**src/rtl/fpdec_pkg.sv**
```systemverilog
package fpdec_pkg;

  typedef enum logic [3:0] {
    OP_UNDEF   = 4'd0,
    OP_MACC    = 4'd1,
    OP_MSUB    = 4'd2,
    OP_NMACC   = 4'd3,
    OP_NMSUB   = 4'd4,
    OP_MUL     = 4'd5,
    OP_NMUL    = 4'd6,
    OP_ADD     = 4'd7,
    OP_SUB     = 4'd8,
    OP_DIV     = 4'd9,
    OP_MOVIMM  = 4'd10,
    OP_MOVREG  = 4'd11,
    OP_ABS     = 4'd12,
    OP_NEG     = 4'd13,
    OP_SQRT    = 4'd14
  } fpOp_t;

  // Strobes from control to datapath.
  typedef struct packed {
    fpOp_t op;
    logic  isUndef;
    logic  keepDst;
    logic  keepSrcA;
    logic  keepSrcB;
    logic  keepImm;
  } decodeCtl_t;

endpackage

```
**src/rtl/fpdec_ctrl.sv**
```systemverilog
module fpdec_ctrl
  import fpdec_pkg::*;
#(
  parameter int INSTR_W = 32
) (
  input  logic [INSTR_W-1:0] instr,
  output decodeCtl_t         ctl
);

  localparam logic [3:0] PRI_MASK = 4'b1011;

  logic [3:0] priField;
  logic [3:0] secField;
  logic [1:0] terField;
  fpOp_t      opSel;
  logic       unusedCtlBits;

  assign priField = instr[23:20] & PRI_MASK;
  assign secField = instr[19:16];
  assign terField = instr[7:6];
  assign unusedCtlBits = ^{instr[INSTR_W-1:24], instr[15:8], instr[5:0]};

  always_comb begin
    opSel = OP_UNDEF;
    unique case (priField)
      4'h0: opSel = terField[0] ? OP_MSUB  : OP_MACC;
      4'h1: opSel = terField[0] ? OP_NMACC : OP_NMSUB;
      4'h2: opSel = terField[0] ? OP_NMUL  : OP_MUL;
      4'h3: opSel = terField[0] ? OP_SUB   : OP_ADD;
      4'h8: opSel = terField[0] ? OP_UNDEF : OP_DIV;
      4'hB: begin
        if (!terField[0]) begin
          opSel = OP_MOVIMM;
        end else begin
          case (secField)
            4'h0:    opSel = (terField == 2'd1) ? OP_MOVREG : OP_ABS;
            4'h1:    opSel = (terField == 2'd1) ? OP_NEG    : OP_SQRT;
            default: opSel = OP_UNDEF;
          endcase
        end
      end
      default: opSel = OP_UNDEF;
    endcase
  end

  always_comb begin
    ctl.op       = opSel;
    ctl.isUndef  = (opSel == OP_UNDEF);
    ctl.keepDst  = (opSel != OP_UNDEF);
    ctl.keepSrcA = (opSel >= OP_MACC) && (opSel <= OP_DIV);
    ctl.keepSrcB = ((opSel >= OP_MACC) && (opSel <= OP_DIV)) ||
                   ((opSel >= OP_MOVREG) && (opSel <= OP_SQRT));
    ctl.keepImm  = (opSel == OP_MOVIMM);
  end

endmodule

```
**src/rtl/fpdec_datapath.sv**
```systemverilog
module fpdec_datapath
  import fpdec_pkg::*;
#(
  parameter int INSTR_W = 32,
  parameter int FLD_W   = 4,
  localparam int IDX_W  = FLD_W + 2,
  localparam int IMM_W  = 2 * FLD_W
) (
  input  logic              clk,
  input  logic              rst,
  input  logic              inValid,
  input  logic [INSTR_W-1:0] instr,
  input  decodeCtl_t        ctl,
  output logic              outValid,
  output logic [3:0]        opCode,
  output logic              isDouble,
  output logic              undef,
  output logic [IDX_W-1:0]  dstIdx,
  output logic [IDX_W-1:0]  srcAIdx,
  output logic [IDX_W-1:0]  srcBIdx,
  output logic [IMM_W-1:0]  imm8
);

  localparam int NUM_IDX  = 3;
  localparam int PREC_BIT = 8;

  // Operand slot 0: destination, 1: first source, 2: second source.
  function automatic int fieldLow(input int slot);
    case (slot)
      0:       return 12;
      1:       return 16;
      default: return 0;
    endcase
  endfunction

  function automatic int extraPos(input int slot);
    case (slot)
      0:       return 22;
      1:       return 7;
      default: return 5;
    endcase
  endfunction

  logic             dblSel;
  logic [IDX_W-1:0] expIdx  [NUM_IDX];
  logic [NUM_IDX-1:0] keepIdx;
  logic [IMM_W-1:0] immRaw;
  logic             unusedDpBits;

  assign dblSel  = instr[PREC_BIT];
  assign keepIdx = {ctl.keepSrcB, ctl.keepSrcA, ctl.keepDst};
  assign immRaw  = {instr[19:16], instr[3:0]};
  assign unusedDpBits = ^{instr[INSTR_W-1:23], instr[21:20], instr[11:9],
                          instr[6], instr[4]};

  for (genvar g = 0; g < NUM_IDX; g++) begin : gIdx
    localparam int LO = fieldLow(g);
    localparam int XP = extraPos(g);
    logic [FLD_W-1:0] fld;
    logic             xBit;
    assign fld  = instr[LO +: FLD_W];
    assign xBit = instr[XP];
    always_comb begin
      if (!keepIdx[g]) begin
        expIdx[g] = '0;
      end else if (dblSel) begin
        expIdx[g] = {xBit, fld, 1'b0};
      end else begin
        expIdx[g] = {1'b0, fld, xBit};
      end
    end
  end

  always_ff @(posedge clk) begin
    if (rst) begin
      outValid <= 1'b0;
      opCode   <= '0;
      isDouble <= 1'b0;
      undef    <= 1'b0;
      dstIdx   <= '0;
      srcAIdx  <= '0;
      srcBIdx  <= '0;
      imm8     <= '0;
    end else begin
      outValid <= inValid;
      if (inValid) begin
        opCode   <= ctl.op;
        isDouble <= dblSel;
        undef    <= ctl.isUndef;
        dstIdx   <= expIdx[0];
        srcAIdx  <= expIdx[1];
        srcBIdx  <= expIdx[2];
        imm8     <= ctl.keepImm ? immRaw : '0;
      end
    end
  end

endmodule

```
**src/rtl/fp_dp_decoder.sv**
```systemverilog
module fp_dp_decoder
  import fpdec_pkg::*;
#(
  parameter int INSTR_W = 32,
  parameter int FLD_W   = 4,
  localparam int IDX_W  = FLD_W + 2,
  localparam int IMM_W  = 2 * FLD_W
) (
  input  logic               clk,
  input  logic               rst,
  input  logic               inValid,
  input  logic [INSTR_W-1:0] instr,
  output logic               outValid,
  output logic [3:0]         opCode,
  output logic               isDouble,
  output logic               undef,
  output logic [IDX_W-1:0]   dstIdx,
  output logic [IDX_W-1:0]   srcAIdx,
  output logic [IDX_W-1:0]   srcBIdx,
  output logic [IMM_W-1:0]   imm8
);

  decodeCtl_t ctl;

  fpdec_ctrl #(.INSTR_W(INSTR_W)) uCtrl (
    .instr (instr),
    .ctl   (ctl)
  );

  fpdec_datapath #(.INSTR_W(INSTR_W), .FLD_W(FLD_W)) uDp (
    .clk      (clk),
    .rst      (rst),
    .inValid  (inValid),
    .instr    (instr),
    .ctl      (ctl),
    .outValid (outValid),
    .opCode   (opCode),
    .isDouble (isDouble),
    .undef    (undef),
    .dstIdx   (dstIdx),
    .srcAIdx  (srcAIdx),
    .srcBIdx  (srcBIdx),
    .imm8     (imm8)
  );

endmodule

```
**config.mk**
```make
export PLATFORM = sky130hd
export DESIGN_NAME = fp_dp_decoder
export DESIGN_NICKNAME = d
export VERILOG_FILES = /design/src/rtl/fpdec_pkg.sv /design/src/rtl/fpdec_ctrl.sv /design/src/rtl/fpdec_datapath.sv /design/src/rtl/fp_dp_decoder.sv
export SDC_FILE = /design/constraint.sdc
export NUM_CORES = 1
export LEC_CHECK = 0
export BUFFER_PORTS_ARGS = -buffer_cell sky130_fd_sc_hd__buf_2
export CORE_MARGIN = 10
export CORE_UTILIZATION = 45
export CTS_CLUSTER_SIZE = 20
export DETAILED_ROUTE_END_ITERATION = 16
export GPL_TIMING_DRIVEN = 0
export MAX_ROUTING_LAYER = met4
export PLACE_DENSITY = 0.79
export SYNTH_ARGS = -nofsm -noshare
export SYNTH_HDL_FRONTEND = slang
export SYNTH_SLANG_ARGS = --single-unit
```
**constraint.sdc**
```tcl
create_clock -name clk -period 2.2 [get_ports clk]
set_input_delay 0.66 -clock clk [delete_from_list [all_inputs] [get_ports clk]]
set_output_delay 0.66 -clock clk [all_outputs]
set_load 0.02 [all_outputs]
```
Word-level counts from Yosys, hierarchy flattened
Index checks and enable logic that the tools add are counted.
Operators by class
  magnitude comparators: 4
  equality and inequality tests: 8
  mux-type cells: 17
  reduce and logical (&&, ||, !) cells: 7
Operators by type and width (number)
  $mux W6: 6
  $pmux W4 S6: 1
  $logic_not A4 Y1: 3
  $mux W4: 3
  $le A4 B4 Y1 const B: 2
  $mux W8: 1
  $pmux W4 S2: 1
  $eq A3 B2 Y1 const B: 2
  $eq A3 B3 Y1 const B: 2
  $mux W2: 3
  $mux W3: 2
  $eq A4 B1 Y1 const B: 1
  $eq A4 B4 Y1 const B: 1
  $ge A4 B1 Y1 const B: 1
  $ge A4 B4 Y1 const B: 1
  $reduce_bool A4 Y1: 1
  $eq A3 B1 Y1 const B: 1
  $eq A2 B1 Y1 const B: 1
  $logic_and A1 B1 Y1: 2
  $logic_or A1 B1 Y1: 1
Word-level totals
  flip-flop bits (word level): 33
  bits of input ports: 35

Logic depth before layout (Yosys ltp)
  word-level depth: 9
  mapped depth: 5
  mapped depth without buffers: 5

By module
From an unflattened synthesis, not the netlist that was laid out.
Unflattened totals
  cell total of the unflattened synthesis: 166
  area total of the unflattened synthesis: 1461.4 µm²
Modules (own cells, without submodules)
  fpdec_datapath: times used 1, cells an instance 135, area an instance 1242.4 µm², seq. area each 660.6 µm²
  fpdec_ctrl: times used 1, cells an instance 31, area an instance 219.0 µm², seq. area each 0.0 µm²

Worst setup path after synthesis
Ideal clock, no wire load.
  path kind: input -> register
  start: input port instr[17]
  end: register uDp.srcBIdx[1]
  setup time: 0.084 ns
  data arrival time: 1.748 ns
  path slack: 0.368 ns
  cell stages on the path: 5
  path buffers: 0
  cell sequence: nor3_4 > nand2_2 > or4b_1 > o2111a_2 > o31ai_2
Between the ends
  word-level cells in the longest chain between the ends: 8
  elaborated cells on any way between the ends: 13
  classes of those cells: order compare: 4; eq/ne: 1; mux: 4; reduce/logical: 4
RTL lines
  start, declared: RTL line fp_dp_decoder.sv:12  | input logic [INSTR_W-1:0] instr,
  $eq A4 B1 Y1 or $logic_not A4 Y1 (tied branches): RTL line fpdec_ctrl.sv:35  | case (secField)
  $pmux W4 S2 *: RTL line fpdec_ctrl.sv:35
  $mux W4 *: RTL line fpdec_ctrl.sv:32  | if (!terField[0]) begin
  $pmux W4 S6 *: RTL line fpdec_ctrl.sv:25  | unique case (priField)
  $ge A4 B1 Y1 (tied with other cells): RTL line fpdec_ctrl.sv:51  | ctl.keepSrcB = ((opSel >= OP_MACC) && (opSel <= OP_DIV)) ||
  $logic_and A1 B1 Y1, on equally long branches: RTL line fpdec_ctrl.sv:51, fpdec_ctrl.sv:52
  $logic_or A1 B1 Y1 *: RTL line fpdec_ctrl.sv:51
  $mux W6 *: RTL line fpdec_datapath.sv:64  | if (!keepIdx[g]) begin
  end signal, assigned: RTL line fpdec_datapath.sv:92  | srcBIdx <= expIdx[2];
  end, declared: RTL line fpdec_datapath.sv:20  | output logic [IDX_W-1:0] srcBIdx,
Every way passes the cells marked *; elsewhere a longest branch is shown, timed or not.
A chain may end at the register's enable or synchronous reset.

Worst setup path in the final report
  start: input port instr[20]
  end: register uDp.srcBIdx[5]
Between the ends
  word-level cells in the longest chain between the ends: 6
  elaborated cells on any way between the ends: 15
  classes of those cells: order compare: 4; eq/ne: 5; mux: 2; reduce/logical: 4
RTL lines (RTL line)
  $eq A3 B3 Y1 (tied with other cells): fpdec_ctrl.sv:25
  $pmux W4 S6 *: fpdec_ctrl.sv:25
  $ge A4 B1 Y1 (tied with other cells): fpdec_ctrl.sv:51
  $logic_and A1 B1 Y1, on equally long branches: fpdec_ctrl.sv:51, fpdec_ctrl.sv:52
  $logic_or A1 B1 Y1 *: fpdec_ctrl.sv:51
  $mux W6 *: fpdec_datapath.sv:64
Marked as above.

==> results.sh <==
export IMPL_status="finished clean"
export IMPL_final_tns_setup_ns=0
export IMPL_dr_max_layer_used="met4"
export IMPL_cts_tree="yes"
export IMPL_groute_usage_overall_pct=14.29
export IMPL_nets=262
export IMPL_multi_input_area_um2=668.1
export IMPL_startpoint_type="input port"
export IMPL_syn_inst=166
export IMPL_synth_ff_type="dfxtp_1"
export IMPL_yosysWarnings=0
export IMPL_yosysUniqueCellTypes=33
export IMPL_cts_resized=0
export IMPL_hold_path_startpoint="uDp.imm8[0]$_SDFFE_PP0P_"
export IMPL_critPathKind="input port to flop"
export IMPL_dr_first_iter_drc_count=91
export IMPL_global_route_wire_length_before_repair_um=6113
export IMPL_hold_path_endpoint="uDp.imm8[0]$_SDFFE_PP0P_"
export IMPL_number_of_instances_on_the_worst_hold_path=2
export IMPL_core_utilization_of_the_finished_layout_pct=58.46
export IMPL_route_vias_total=1398
export IMPL_drt_pass1_iter_count=4
export IMPL_post_cts_setup_buffer_count=0
export IMPL_worst_path_max_fanout=6
export IMPL_vdd_ir_drop_worst_mv=0.3998
export IMPL_r2r_setup_slk_ns=1.46
export IMPL_initial_core_utilization_pct=46.25
export IMPL_later_pin_clock_latency_in_the_skew_report_ns=0.33
export IMPL_worstPathCellList="buf_2, and2_4, and3_2, a31oi_1, o2111a_2, o32ai_1"
export IMPL_drc=0
export IMPL_finalHoldViolations=0
export IMPL_leakage_dissipation_uw=0.0007837
export IMPL_detail_route_wirelength_met1_um=1833
export IMPL_synth_seq_cells=33
export IMPL_dr_wl_met3_um=348
export IMPL_clk_transition_reported_paths_ns=0.11
export IMPL_max_clock_freq_ghz=0.5716
export IMPL_rsz0062_at_grt="no"
export IMPL_first_global_vias=1313
export IMPL_wl_per_cell_um=15.25
export IMPL_top_level_i_o_count=68
export IMPL_mostFrequentLayoutCells="54 x buf_2, 33 x dfxtp_1, 25 x nand2_1, 18 x a21oi_1"
export IMPL_min_period_ns=1.750
export IMPL_hp_class="flop to flop"
export IMPL_worst_slew_margin_relative_to_its_limit_pct=60.49
export IMPL_final_cell_area_mm2=0.001755
export IMPL_dp_final_hpwl_um=3104
export IMPL_postLayoutSetupSlackWorst_ns=0.4505
export IMPL_place_congestion=0.8999
export IMPL_cts_hold_buffers_added=0
export IMPL_hold_worst_slack_ns=0.4644
export IMPL_endpoint_kind="flop"
export IMPL_root_buffer="clkbuf_4"
export IMPL_worstPathBufferInverterCount=1
export IMPL_drive_gt1_share_pct=31.58
export IMPL_postRouteAntennaNets=0
export IMPL_syn_to_final_growth_pct=26.40
export IMPL_critical_path_s_largest_stage_delay_ns=0.37
export IMPL_met2_wirelength_um=1757
export IMPL_pin_slew_with_the_least_headroom_to_its_limit_ns=0.5900
export IMPL_final_seq_area_um2=660.6
export IMPL_clock_skew_final_ns=0
export IMPL_synth_seq_area_share_pct=47.57
export IMPL_worstPathArrival_ns=1.95
export IMPL_placeableCoreArea_mm2=0.003003
export IMPL_timing_max_transition_violations_final=0
export IMPL_maximum_number_of_pins_on_one_net_before_global_route_repair=12
export IMPL_r2r_worst_path_cells=2
export IMPL_critical_path_startpoint="instr[20]"
export IMPL_postPlaceCellArea_mm2=0.001700
export IMPL_timing_final_setup_violations=0
export IMPL_synth_async_sr_flop_share_pct=0
export IMPL_global_route_overflow_total=0
export IMPL_synth_cell_area_mm2=0.001389
export IMPL_pre_cts_slack_ns=0.1234
export IMPL_power_per_cell_area_mw_per_mm2=658.7
export IMPL_critPathSlowestCell="o2111a_2"
export IMPL_dieArea_mm2=0.005709
export IMPL_critPathTopFamily="compound AO/OA/AOI/OAI gates"
export IMPL_cts_buffer_depth=2
export IMPL_cts_sinks=33
export IMPL_reg2reg_capture_point="uDp.srcBIdx[5]$_SDFFE_PP0P_"
export IMPL_antenna_diode_count=0
export IMPL_vias_per_cell=5.356
export IMPL_routed_wirelength_um=3980
export IMPL_syn_area_cell_um2=8.366
export IMPL_cp_data_required_time_ns=2.40
export IMPL_floorplan_rows=20
export IMPL_max_cap_violations=0
export IMPL_synth_edff_count=0
export IMPL_maximum_level_of_the_cts_h_tree=2
export IMPL_layout_cells_most_common="buf_2"
export IMPL_io_buf_count=54
export IMPL_die_width_um=75.56
export IMPL_fill_cells=295
export IMPL_min_period_over_period_pct=79.52
export IMPL_post_synthesis_net_count=201
export IMPL_floorplan_die_height_um=75.56
export IMPL_antenna_found_initial=0
export IMPL_cts_buffers_inserted=5
export IMPL_reg2reg_from="uDp.srcBIdx[5]$_SDFFE_PP0P_"
==> synthesized netlist by cell type, types with 2 or more instances <==
library cell | count | area share [%]
dfxtp_1 | 33 | 48
a32oi_1 | 2 | 1.3
nor2_1 | 17 | 4.6
inv_1 | 4 | 1.1
a21oi_1 | 18 | 6.5
a31oi_1 | 2 | 0.90
o31ai_2 | 4 | 3.6
a22oi_1 | 4 | 2.2
clkbuf_1 | 12 | 3.2
mux2i_1 | 2 | 1.4
a211oi_1 | 2 | 1.1
nand2b_1 | 2 | 0.90
o32ai_1 | 2 | 1.3
nand4_1 | 3 | 1.4
nand3_1 | 17 | 6.1
nand2_1 | 25 | 6.8
==> stage by stage <==
| stage | instances | power (µW) |
|---|---|---|
| final | 261 | 1156 |
| after global routing | 261 | 1209 |
| after CTS | 261 | 1165 |
| after detailed placement | 253 | 837.5 |
| after global placement | 253 | 834.4 |
| after floorplan | 166 | 760.8 |
==> cells by family (layout without fill, tap and decap cells) <==
logic type	Yosys count	count (layout)	synth area share, %
AOI/OAI and AO/OA	40	40	20.45
buffers and inverters	16	78	4.324
DFF	33	33	47.57
muxes	2	2	1.441
and+or+nand+nor	75	75	26.22
==> sequential cells by signal (all words and copies together) (netlist names) <==
signal        flops
uDp.srcAIdx       6
uDp.srcBIdx       6
uDp.dstIdx        6
uDp.undef         1
uDp.imm8          8
uDp.opCode        4
uDp.outValid      1
uDp.isDouble      1
==> layer usage <==
layer,GRT usage [%],vias to the layer above
met5,-,-
met4,3.711,0
met3,5.599,5
met2,21.53,47
li1,-,713
met1,17.44,633
==> how the worst max path moves through the flow <==
stage                             endpoint  cells past startpoint
6_report       uDp.srcBIdx[5]$_SDFFE_PP0P_                      6
3_5_place_dp   uDp.srcBIdx[2]$_SDFFE_PP0P_                      6
5_1_grt        uDp.srcBIdx[2]$_SDFFE_PP0P_                      6
3_3_place_gp   uDp.srcBIdx[4]$_SDFFE_PP0P_                      6
2_1_floorplan  uDp.srcBIdx[1]$_SDFFE_PP0P_                      5
4_1_cts        uDp.srcBIdx[2]$_SDFFE_PP0P_                      6
==> cell type report <==
type,count,area share [%]
multi-input combinational,117,38.06
timing repair buffer,54,15.40
clock inverter,3,0.9979
tap,33,2.352
clock buffer,5,2.138
sequential,33,37.63
buffer,12,2.566
inverter,4,0.8553
==> power by group <==
part	internal [µW]	switching, µW
clock network	120	213
registers	620	11.2
logic	67.0	124
total	808	349
==> worst reg2reg max path: cells and delay by family, from the launching register on <==
kind / cells / cell delay [ns]
buf+inv: 1 / 0.04
flops: 1 / 0.35
compound gates: 1 / 0.26
Power figures use the tool's default switching activity.
